$ cat src/rtl/cfg_uport_pkg.sv
package cfg_uport_pkg;

  localparam int ADDR_W   = 3;
  localparam int DATA_W   = 8;
  localparam int PAGE_BIT = 5;

  localparam logic [ADDR_W-1:0] EXT_DR0   = 3'd0;
  localparam logic [ADDR_W-1:0] EXT_DR1   = 3'd1;
  localparam logic [ADDR_W-1:0] EXT_DR2   = 3'd2;
  localparam logic [ADDR_W-1:0] EXT_SLEEP = 3'd3;
  localparam logic [ADDR_W-1:0] EXT_CAR   = 3'd6;
  localparam logic [ADDR_W-1:0] EXT_ACR   = 3'd7;

  typedef struct packed {
    logic        indirect;
    logic        page;
    logic [1:0]  nbytes;
    logic [7:0]  iaddr;
    logic [23:0] data;
  } entry_t;

  typedef enum logic [2:0] {
    STEP_NEW,
    STEP_CAR,
    STEP_D2,
    STEP_D1,
    STEP_D0
  } step_e;

  localparam entry_t DEFAULT_LIST [5] = '{
    '{indirect: 1'b0, page: 1'b0, nbytes: 2'd0, iaddr: 8'h07, data: 24'h000000},
    '{indirect: 1'b0, page: 1'b0, nbytes: 2'd0, iaddr: 8'h03, data: 24'h00002F},
    '{indirect: 1'b1, page: 1'b1, nbytes: 2'd3, iaddr: 8'h1E, data: 24'h000001},
    '{indirect: 1'b1, page: 1'b1, nbytes: 2'd1, iaddr: 8'h1B, data: 24'h000000},
    '{indirect: 1'b1, page: 1'b1, nbytes: 2'd1, iaddr: 8'h1A, data: 24'h000000}
  };

endpackage

$ cat src/rtl/cfg_uport_sync.sv
module cfg_uport_sync #(
  parameter int   STAGES  = 2,
  parameter logic RST_VAL = 1'b1
) (
  input  logic clk_i,
  input  logic rst_ni,
  input  logic d_i,
  output logic q_o
);

  logic [STAGES-1:0] sh_q;

  always_ff @(posedge clk_i or negedge rst_ni) begin
    if (!rst_ni) sh_q <= {STAGES{RST_VAL}};
    else         sh_q <= {sh_q[STAGES-2:0], d_i};
  end

  assign q_o = sh_q[STAGES-1];

endmodule

$ cat src/rtl/cfg_uport_expand.sv
module cfg_uport_expand import cfg_uport_pkg::*; (
  input  entry_t            entry_i,
  input  step_e             step_i,
  input  logic [DATA_W-1:0] sleep_i,
  output logic [ADDR_W-1:0] addr_o,
  output logic [DATA_W-1:0] data_o,
  output logic              last_o,
  output step_e             step_nxt_o
);

  step_e first_dat;

  always_comb begin
    if (entry_i.nbytes == 2'd3)      first_dat = STEP_D2;
    else if (entry_i.nbytes == 2'd2) first_dat = STEP_D1;
    else                             first_dat = STEP_D0;
  end

  always_comb begin
    addr_o     = EXT_DR0;
    data_o     = '0;
    last_o     = 1'b0;
    step_nxt_o = STEP_NEW;
    if (!entry_i.indirect) begin
      addr_o = entry_i.iaddr[ADDR_W-1:0];
      data_o = entry_i.data[DATA_W-1:0];
      last_o = 1'b1;
    end else begin
      unique case (step_i)
        STEP_NEW: begin
          if (sleep_i[PAGE_BIT] != entry_i.page) begin
            addr_o           = EXT_SLEEP;
            data_o           = sleep_i;
            data_o[PAGE_BIT] = entry_i.page;
            step_nxt_o       = STEP_CAR;
          end else begin
            addr_o     = EXT_CAR;
            data_o     = entry_i.iaddr;
            step_nxt_o = first_dat;
          end
        end
        STEP_CAR: begin
          addr_o     = EXT_CAR;
          data_o     = entry_i.iaddr;
          step_nxt_o = first_dat;
        end
        STEP_D2: begin
          addr_o     = EXT_DR2;
          data_o     = entry_i.data[23:16];
          step_nxt_o = STEP_D1;
        end
        STEP_D1: begin
          addr_o     = EXT_DR1;
          data_o     = entry_i.data[15:8];
          step_nxt_o = STEP_D0;
        end
        default: begin
          addr_o = EXT_DR0;
          data_o = entry_i.data[7:0];
          last_o = 1'b1;
        end
      endcase
    end
  end

endmodule

$ cat src/rtl/cfg_uport_access.sv
module cfg_uport_access import cfg_uport_pkg::*; #(
  parameter int WAIT_STATES = 5,
  parameter int TIMEOUT     = 64
) (
  input  logic              clk_i,
  input  logic              rst_ni,
  input  logic              req_i,
  input  logic [ADDR_W-1:0] addr_i,
  input  logic [DATA_W-1:0] data_i,
  input  logic              rdy_s_i,
  output logic [ADDR_W-1:0] a_o,
  output logic [DATA_W-1:0] d_o,
  output logic              cs_no,
  output logic              wr_no,
  output logic              ack_o,
  output logic              abort_o,
  output logic              fail_o
);

  localparam int CNT_W = $clog2(TIMEOUT + 1);
  localparam logic [CNT_W-1:0] WS_LAST = CNT_W'(WAIT_STATES - 1);
  localparam logic [CNT_W-1:0] TO_LAST = CNT_W'(TIMEOUT - 1);

  typedef enum logic [1:0] {A_IDLE, A_SETUP, A_STRB, A_HOLD} acc_e;

  acc_e             st_q;
  logic [CNT_W-1:0] cnt_q;

  always_ff @(posedge clk_i or negedge rst_ni) begin
    if (!rst_ni) begin
      st_q    <= A_IDLE;
      a_o     <= '0;
      d_o     <= '0;
      cs_no   <= 1'b1;
      wr_no   <= 1'b1;
      cnt_q   <= '0;
      ack_o   <= 1'b0;
      abort_o <= 1'b0;
      fail_o  <= 1'b0;
    end else begin
      ack_o   <= 1'b0;
      abort_o <= 1'b0;
      unique case (st_q)
        A_IDLE: if (req_i) begin
          a_o   <= addr_i;
          d_o   <= data_i;
          cs_no <= 1'b0;
          st_q  <= A_SETUP;
        end
        A_SETUP: begin
          wr_no <= 1'b0;
          cnt_q <= '0;
          st_q  <= A_STRB;
        end
        A_STRB: begin
          if (cnt_q >= WS_LAST && rdy_s_i) begin
            wr_no  <= 1'b1;
            cs_no  <= 1'b1;
            fail_o <= 1'b0;
            st_q   <= A_HOLD;
          end else if (cnt_q == TO_LAST) begin
            wr_no  <= 1'b1;
            cs_no  <= 1'b1;
            fail_o <= 1'b1;
            st_q   <= A_HOLD;
          end else begin
            cnt_q <= cnt_q + 1'b1;
          end
        end
        default: begin
          ack_o   <= 1'b1;
          abort_o <= fail_o;
          st_q    <= A_IDLE;
        end
      endcase
    end
  end

endmodule

$ cat src/rtl/cfg_uport_master.sv
module cfg_uport_master import cfg_uport_pkg::*; #(
  parameter int          SYS_CLK_KHZ = 133000,
  parameter int          PER_CLK_KHZ = 61440,
  parameter int          SYNC_STAGES = 2,
  parameter int          MAX_WAIT    = 15,
  parameter int          TIMEOUT     = 64,
  parameter logic [7:0]  SLEEP_INIT  = 8'h00,
  parameter int          N_ENTRIES   = 5,
  parameter entry_t      LIST [N_ENTRIES] = DEFAULT_LIST
) (
  input  logic              clk_i,
  input  logic              rst_ni,
  input  logic              start_i,
  input  logic              uport_rdy_i,
  output logic [ADDR_W-1:0] uport_a_o,
  output logic [DATA_W-1:0] uport_d_o,
  output logic              uport_cs_no,
  output logic              uport_wr_no,
  output logic              uport_rd_no,
  output logic              busy_o,
  output logic              done_o,
  output logic              err_o
);

  localparam int WS_RAW      = (SYS_CLK_KHZ + PER_CLK_KHZ - 1) / PER_CLK_KHZ + SYNC_STAGES;
  localparam int WAIT_STATES = (WS_RAW > MAX_WAIT) ? MAX_WAIT : WS_RAW;
  localparam int IDX_W       = $clog2(N_ENTRIES + 1);

  typedef enum logic [1:0] {W_IDLE, W_ISSUE, W_WAIT} walk_e;

  walk_e             wst_q;
  logic [IDX_W-1:0]  idx_q;
  step_e             step_q, cur_nxt_q;
  logic              cur_last_q;
  logic [DATA_W-1:0] sleep_q;
  logic              req_q;
  logic [ADDR_W-1:0] req_a_q;
  logic [DATA_W-1:0] req_d_q;

  entry_t            cur_entry;
  logic [ADDR_W-1:0] x_addr;
  logic [DATA_W-1:0] x_data;
  logic              x_last;
  step_e             x_nxt;
  logic              rdy_s;
  logic              acc_ack, acc_abort, acc_fail;

  assign uport_rd_no = 1'b1;

  always_comb begin
    cur_entry = '0;
    for (int i = 0; i < N_ENTRIES; i++) begin
      if (idx_q == IDX_W'(i)) cur_entry = LIST[i];
    end
  end

  cfg_uport_sync #(.STAGES(SYNC_STAGES), .RST_VAL(1'b1)) u_sync (
    .clk_i (clk_i),
    .rst_ni(rst_ni),
    .d_i   (uport_rdy_i),
    .q_o   (rdy_s)
  );

  cfg_uport_expand u_expand (
    .entry_i   (cur_entry),
    .step_i    (step_q),
    .sleep_i   (sleep_q),
    .addr_o    (x_addr),
    .data_o    (x_data),
    .last_o    (x_last),
    .step_nxt_o(x_nxt)
  );

  cfg_uport_access #(.WAIT_STATES(WAIT_STATES), .TIMEOUT(TIMEOUT)) u_access (
    .clk_i  (clk_i),
    .rst_ni (rst_ni),
    .req_i  (req_q),
    .addr_i (req_a_q),
    .data_i (req_d_q),
    .rdy_s_i(rdy_s),
    .a_o    (uport_a_o),
    .d_o    (uport_d_o),
    .cs_no  (uport_cs_no),
    .wr_no  (uport_wr_no),
    .ack_o  (acc_ack),
    .abort_o(acc_abort),
    .fail_o (acc_fail)
  );

  always_ff @(posedge clk_i or negedge rst_ni) begin
    if (!rst_ni) begin
      wst_q      <= W_IDLE;
      idx_q      <= '0;
      step_q     <= STEP_NEW;
      cur_nxt_q  <= STEP_NEW;
      cur_last_q <= 1'b0;
      sleep_q    <= SLEEP_INIT;
      req_q      <= 1'b0;
      req_a_q    <= '0;
      req_d_q    <= '0;
      busy_o     <= 1'b0;
      done_o     <= 1'b0;
      err_o      <= 1'b0;
    end else begin
      req_q <= 1'b0;
      unique case (wst_q)
        W_IDLE: if (start_i) begin
          idx_q  <= '0;
          step_q <= STEP_NEW;
          busy_o <= 1'b1;
          done_o <= 1'b0;
          err_o  <= 1'b0;
          wst_q  <= W_ISSUE;
        end
        W_ISSUE: begin
          if (idx_q == IDX_W'(N_ENTRIES)) begin
            busy_o <= 1'b0;
            done_o <= 1'b1;
            wst_q  <= W_IDLE;
          end else begin
            req_q      <= 1'b1;
            req_a_q    <= x_addr;
            req_d_q    <= x_data;
            cur_last_q <= x_last;
            cur_nxt_q  <= x_nxt;
            wst_q      <= W_WAIT;
          end
        end
        default: if (acc_ack) begin
          if (acc_abort) begin
            busy_o <= 1'b0;
            done_o <= 1'b1;
            err_o  <= 1'b1;
            wst_q  <= W_IDLE;
          end else begin
            if (req_a_q == EXT_SLEEP) sleep_q <= req_d_q;
            if (cur_last_q) begin
              idx_q  <= idx_q + 1'b1;
              step_q <= STEP_NEW;
            end else begin
              step_q <= cur_nxt_q;
            end
            wst_q <= W_ISSUE;
          end
        end
      endcase
    end
  end

endmodule

$ cat config.mk
export PLATFORM = sky130hd
export DESIGN_NAME = cfg_uport_master
export DESIGN_NICKNAME = d
export VERILOG_FILES = /design/src/rtl/cfg_uport_pkg.sv /design/src/rtl/cfg_uport_sync.sv /design/src/rtl/cfg_uport_expand.sv /design/src/rtl/cfg_uport_access.sv /design/src/rtl/cfg_uport_master.sv
export SDC_FILE = /design/constraint.sdc
export NUM_CORES = 1
export LEC_CHECK = 0
export ABC_CLOCK_PERIOD_IN_PS = 4100
export CORE_MARGIN = 5
export CORE_UTILIZATION = 48
export DETAILED_ROUTE_END_ITERATION = 16
export DONT_BUFFER_PORTS = 1
export PLACE_DENSITY = 0.63
export SKIP_LAST_GASP = 1
export SLEW_MARGIN = 10
export SYNTH_ARGS = -nofsm -noshare
export SYNTH_HDL_FRONTEND = slang
export SYNTH_SLANG_ARGS = --single-unit
export TNS_END_PERCENT = 1
$ cat constraint.sdc
create_clock -name clk_i -period 4.1 [get_ports clk_i]
set_input_delay 0.82 -clock clk_i [delete_from_list [all_inputs] [get_ports clk_i]]
set_output_delay 0.82 -clock clk_i [all_outputs]
set_load 0.01 [all_outputs]
=== After elaboration in Yosys (flattened, before gate mapping) ===
Cells that the tools add are included.

* Word-level logic and storage cells: 141
* Bits in registers: 62
* Bits in read-only memories: 0
* Bits in writable memories: 0
* Output and inout port bits: 17
* Bits in latches: 0
* Memories: 0

* Add/subtract/negate cells: 2
* Eq/ne operators: 23
* Multiply operators: 0
* Reduce and logical (&&, ||, !) cells: 29
* Div/mod/pow operators: 0
* Order comparisons: 1
* Shifts and indexed selects: 0
* Bitwise operators: 4
* Mux-type cells: 60

{| class="wikitable"
|+ Operators with widths
! kind !! count
|-
| 36-bit two-way mux || 3
|-
| 27-bit two-way mux || 2
|-
| 3-bit two-way mux || 13
|-
| 8-bit one-hot mux with 4 select lines || 1
|-
| 3-bit one-hot mux with 4 select lines || 2
|-
| 1-bit two-way mux || 19
|-
| 8-bit two-way mux || 2
|-
| 4-bit AND reduction || 4
|-
| 3-bit by 2-bit equality test with 1-bit output, second input constant || 5
|-
| 7-bit two-way mux || 2
|-
| 7-bit one-hot mux with 2 select lines || 1
|-
| 2-bit two-way mux || 6
|-
| 2-bit inequality test, second input constant || 6
|-
| 3-bit one-hot mux with 2 select lines || 2
|-
| 2-bit AND reduction || 6
|-
| 2-bit nonzero test || 6
|-
| 1-bit one-hot mux with 2 select lines || 5
|-
| 7-bit by 1-bit adder with 7-bit output, second input constant || 1
|-
| 7-bit by 6-bit equality test with 1-bit output, second input constant || 1
|-
| 7-bit by 3-bit greater-or-equal comparator with 1-bit output, second input constant || 1
|-
| 2-bit equality test, second input constant || 3
|-
| 3-bit by 1-bit equality test with 1-bit output, second input constant || 2
|-
| 3-bit equality test, second input constant || 2
|-
| 3-bit logical NOT || 2
|-
| 15 further kinds || 22
|}

=== Longest topological paths before layout ===
* Depth after elaboration: 12
* Depth in mapped cells: 8
* Mapped depth without buffers: 6

=== By module ===
A second synthesis with hierarchy kept.

* Cells, all modules: 288
* Area, all modules: 3264.4 um^2

{| class="wikitable"
|+ By module, submodules not included
! module !! area an instance (um^2) !! sequential area each (um^2) !! cells an instance !! times used
|-
| cfg_uport_master || 1555.2 || 875.8 || 125 || 1
|-
| cfg_uport_access || 1197.4 || 628.1 || 106 || 1
|-
| cfg_uport_expand || 459.2 || 0.0 || 55 || 1
|-
| cfg_uport_sync || 52.6 || 52.6 || 2 || 1
|}

=== Least setup slack after synthesis ===
OpenSTA, ideal clock, no wires.

* Path kind: reg2reg
* Start point: register u_access.cnt_q[3]
* End point: register u_access.cnt_q[5]
* Path buffers: 0
* Required time: 3.976 ns
* Library setup time: 0.124 ns
* Slack: 2.224 ns
* Stages on the path, launching flop included: 5
* Data arrival time: 1.752 ns
* Path through: dfrtp_1 -> or4_4 -> o21a_4 -> o311a_1 -> a211o_1

* Longest elaborated chain between the ends: 4

{| class="wikitable"
|+ RTL lines
! item !! line !! RTL
|-
| start: declaration || cfg_uport_access.sv:27 || <nowiki>logic [CNT_W-1:0] cnt_q;</nowiki>
|-
| start signal: assignment || cfg_uport_access.sv:67 || <nowiki>cnt_q <= cnt_q + 1'b1;</nowiki>
|-
| 7-bit by 1-bit adder with 7-bit output / 7-bit by 3-bit greater-or-equal comparator with 1-bit output (equally long branches) || cfg_uport_access.sv:67, cfg_uport_access.sv:56 ||
|-
| 7-bit two-way mux / 1-bit logical AND (equally long branches) || cfg_uport_access.sv:61, cfg_uport_access.sv:56 ||
|-
| 7-bit two-way mux / 2-bit inequality test (equally long branches) || -- ||
|-
| 7-bit one-hot mux with 2 select lines / 3-bit AND reduction (equally long branches) || -- ||
|}

Parallel ways exist; a longest one is shown, timed or not. The select of a mux whose other input is x is not followed.
A chain may end at the register's enable or synchronous reset.

=== Worst setup path after layout ===
* Start point: register idx_q[0]
* End point: register req_d_q[7]

* Longest elaborated chain between the ends: 8

{| class="wikitable"
|+ RTL lines
! item !! line !! RTL
|-
| start: declaration || cfg_uport_master.sv:32 || <nowiki>logic [IDX_W-1:0] idx_q;</nowiki>
|-
| start signal: assignment || cfg_uport_master.sv:138 || <nowiki>idx_q <= idx_q + 1'b1;</nowiki>
|-
| 3-bit by 2-bit equality test with 1-bit output || cfg_uport_master.sv:53 || <nowiki>if (idx_q == IDX_W'(i)) cur_entry = LIST[i];</nowiki>
|-
| 36-bit two-way mux (3 in series) || cfg_uport_master.sv:53 ||
|-
| 1-bit inequality test || cfg_uport_expand.sv:31 || <nowiki>if (sleep_i[PAGE_BIT] != entry_i.page) begin</nowiki>
|-
| 8-bit two-way mux || cfg_uport_expand.sv:31 ||
|-
| 8-bit one-hot mux with 4 select lines || cfg_uport_expand.sv:29 || <nowiki>unique case (step_i)</nowiki>
|-
| 8-bit two-way mux || cfg_uport_expand.sv:24 || <nowiki>if (!entry_i.indirect) begin</nowiki>
|-
| end signal: assignment || cfg_uport_master.sv:123 || <nowiki>req_d_q <= x_data;</nowiki>
|-
| end: declaration || cfg_uport_master.sv:38 || <nowiki>logic [DATA_W-1:0] req_d_q;</nowiki>
|}

Parallel ways exist; a longest one is shown, timed or not.

==> out/summary.md <==
Startpoint type of the worst setup path: a register. Once the clock tree was built, the setup fixing pass inserted 0 buffers. Once layout is complete, the cells apart from fillers number 362. For this run, the leading register cell type out of synthesis is sky130_fd_sc_hd__dfrtp_1.

The worst setup path is captured at a register. In the synthesized netlist, mux cells make up 8.22% of the area. Including well taps, the total number of placed cells is 346. Dividing the final minimum period by the clock period gives 55.0%. Of the total synthesized cell area, the portion taken by AND, OR, NAND and NOR gates is 14.6%.

For the worst setup path, the data arrival time is 2.52 ns. The tools report the number of max-slew violations in the final report as 0. The tools report the number of gates resized after cts as 0. The cell with the largest stage delay on the worst path is sky130_fd_sc_hd__a2111oi_0. The routed design uses 2760 um of met2 wire. The largest total area in the synthesized netlist belongs to sky130_fd_sc_hd__dfrtp_1. The mean cell area of the mapped netlist was 10.5 um2. After synthesis, the netlist uses 56 different library cells. Synthesized netlist net count: 298. During synthesis, Yosys emitted a total of 0 warnings. The floorplan step defined a die boundary enclosing 0.00789 mm2. Of all nets on the critical path, the largest fanout is 7. Routed signal wires occupy layers up through met4.

Setup repair after global routing left no endpoint under its margin. The run gives 0 as the DRC violation count after routing. The first-pass detailed-route iteration total was 4. The family with the most delay on the worst path is compound AO/OA/AOI/OAI gates. The horizontal die dimension was 88.8 um. The wire length on met3 is 244 um. Count of buffers inserted at the top-level ports: 0. The worst path needs 2.25 ns of the cycle, external delays included. The post-route total power is 2.27 mW, and the share of the core filled with cells in the final layout is 53.7%. The detailed router finished its first iteration with 141 violations.

Routability-driven placement finished with a final weighted congestion of 0.910. The required time of the critical path is 4.37 ns, and the post-detailed-route via-to-cell ratio is 5.78. Share of synthesized registers carrying an async set or reset: 100%. The critical path goes through inv_1 -> ha_1 -> mux2i_1 -> a2111oi_0 -> nand3_1 -> nand2_1. Adding up every negative setup slack in the final design gives 0 ns.

The logs give 49.8% for the starting density of the core and 0 for the post-detailed-route count of antenna-violating nets. Summed over all layers, the routed wires come to 5830 um. The via count of the first global-routing pass is 2,041, and the number of antenna cells inserted is 0.

The detailed-placement wirelength estimate came out at 4000 um. After synthesis, the largest area contributor takes up 48.6% of total cell area. The routed layout has 2,092 vias.

The area growth from synthesis to layout is 7.71%. In this run, post-CTS hold repair placed 0 buffers. Clock skew on the completed layout was measured at 0.0119 ns. The main combinational cell family by area after synthesis was compound AO/OA/AOI/OAI gates. The type of the tightest min-delay check is primary input to async pin.

Based on the critical path, the design can be clocked at up to 0.444 GHz. In this run the tightest slew margin relative to its limit is 33.7%. TritonCTS created 9 clock buffers. For the reported leakage power, the log shows 1.47 nW. The post-synthesis compound-gate area fraction works out to 16.7%. The xor/xnor share of the synthesized area works out to 0%. The netlist area before placement was 0.00298 mm2; the number of flops mapped to enable cells by yosys was 0. For the number of maximum-capacitance constraint violations, the log shows 0.

The number of buffers and inverters on the critical path was 1; the area of the core was 0.00599 mm2. Entering global routing, the biggest net connects 63 pins. In the final routing, the length of wire on met1 measures 2710 um.

The tools report the total number of H-tree levels as 3. The run finished with clean final reports. At the pin with the least slew margin, the transition time is 0.969 ns. The worst voltage drop across the vdd grid was 0.413 mV; the cell count after synthesis was 284.

The I/O pin total was 21; the final number of hold-violating endpoints was 0. The sink count of the clock tree came out at 62. Root cell of the clock tree: sky130_fd_sc_hd__clkbuf_8. The commonest cells after synthesis are sky130_fd_sc_hd__dfrtp_1, sky130_fd_sc_hd__nand2_1, sky130_fd_sc_hd__mux2_2, sky130_fd_sc_hd__nor2_1, sky130_fd_sc_hd__o21ai_0. Setup violations remaining at the end of the flow were counted as 0. The tools report the global-route congestion overflow total as 0. The number of antenna violations at the first check in global routing came out at 0. By area the synthesized netlist is led by sky130_fd_sc_hd__dfrtp_1, sky130_fd_sc_hd__mux2_2, sky130_fd_sc_hd__ha_1. The clock network latency to the later pin of the worst-skew pair is 0.34 ns, and the vertical die dimension is 88.8 um. The number of flip-flops and latches in the synthesized netlist is 62.

In this design, the stage delay of the slowest critical-path cell is 0.92 ns. The critical path is of the register to register type. Global routing used 16.5% of the available tracks.

The portion of the post-synthesis area used by sequential elements is 52.2%. In this run the deepest clock path goes through 2 buffers. Power spread over the standard cell area amounts to 707 mW/mm2.

After floorplanning, the core was divided into 28 placement rows. TritonCTS built the clock tree. The first global-routing pass estimated 9890 um of wire.

In the final layout, the share of cells above drive strength 1 is 16.7%. By instance count, the leading cell after synthesis is sky130_fd_sc_hd__dfrtp_1. The final layout contains 296 nets. Clock transition at the registers of the reported paths: 0.07 ns. After Yosys synthesis, full adders, half adders and majority gates account for 4.19% of the synthesized area. The per-cell routed wire length works out to 16.1 um.
## power breakdown
group	internal, mW	switching, mW	total [mW]	leakage [nW]
Sequential	0.803	0.191	0.995	0.790
Clock	0.296	0.232	0.527	0.0964
Combinational	0.320	0.432	0.752	0.581
## layout by cell type, fill, tap and decap left out, types with 5 or more instances in the layout
cell type                  count
sky130_fd_sc_hd__a21oi_1      12
sky130_fd_sc_hd__a31oi_1       5
sky130_fd_sc_hd__clkbuf_8     10
sky130_fd_sc_hd__dfrtp_1      58
sky130_fd_sc_hd__ha_1         10
sky130_fd_sc_hd__inv_1        17
sky130_fd_sc_hd__mux2_2       20
sky130_fd_sc_hd__nand2_1      26
sky130_fd_sc_hd__nand3_1       9
sky130_fd_sc_hd__nand4_1       5
sky130_fd_sc_hd__nor2_1       20
sky130_fd_sc_hd__o21ai_0      18
## worst register-to-register path, delay by kind of cell (launching register included)
family | cells | cell delay [ns]
simple gates | 2 | 0.29
mux | 1 | 0.20
fa+ha+maj | 1 | 0.26
buf+inv | 1 | 0.10
flops | 1 | 0.42
compound gates | 1 | 0.92
## metal layers
layer	GRT usage (%)	vias up
met5	0	-
met4	8.79	0
met3	3.82	13
met2	25.5	40
met1	21.6	1017
li1	-	1022
## worst paths after layout
check                      depth (start not counted)  slack [ns]               to      startpoint
min reg2reg                                        0        0.36   u_sync.sh_q[1]  u_sync.sh_q[0]
min                                                0        0.17  u_access.d_o[3]          rst_ni
max                                                6        1.85       req_d_q[7]        idx_q[0]
min in group clk_i                                 0        0.36   u_sync.sh_q[1]  u_sync.sh_q[0]
max reg2reg                                        6        1.85       req_d_q[7]        idx_q[0]
max in group asynchronous                          0        3.73   u_sync.sh_q[0]          rst_ni
## layout make-up
cell class	count	area [um2]
Tap cell	75	93.8
Clock buffer	12	145
Sequential cell	62	1560
Fill cell	538	2780
Inverter	17	63.8
Clock inverter	4	47.5
Multi-Input combinational cell	192	1310
## sequential cells by signal (all words and copies together), names as in the netlist, 2 cells and up
register	cells
sleep_q	8
step_q	3
u_access.a_o	3
u_access.st_q	2
u_sync.sh_q	2
wst_q	2
req_d_q	8
u_access.d_o	8
cur_nxt_q	3
u_access.cnt_q	7
req_a_q	3
idx_q	3
## stage by stage
step / setup WS (ns) / instance area (um2) / hold WS, ns
2_1_floorplan: 2.22 / 2980 / 0.345
3_3_place_gp: 2.00 / 3020 / 0.346
3_5_place_dp: 1.90 / 3020 / 0.349
4_1_cts: 1.85 / 3210 / 0.158
5_1_grt: 1.62 / 3210 / 0.153
6_report: 1.85 / 3210 / 0.172
## cells by family after synthesis
| kind of cell | after synthesis |
|---|---|
| simple gates | 87 |
| compound gates | 72 |
| flops | 62 |
| buf+inv | 30 |
| mux | 22 |
| fa+ha+maj | 10 |
| other cells | 1 |
(Power assumes the default switching activity.)
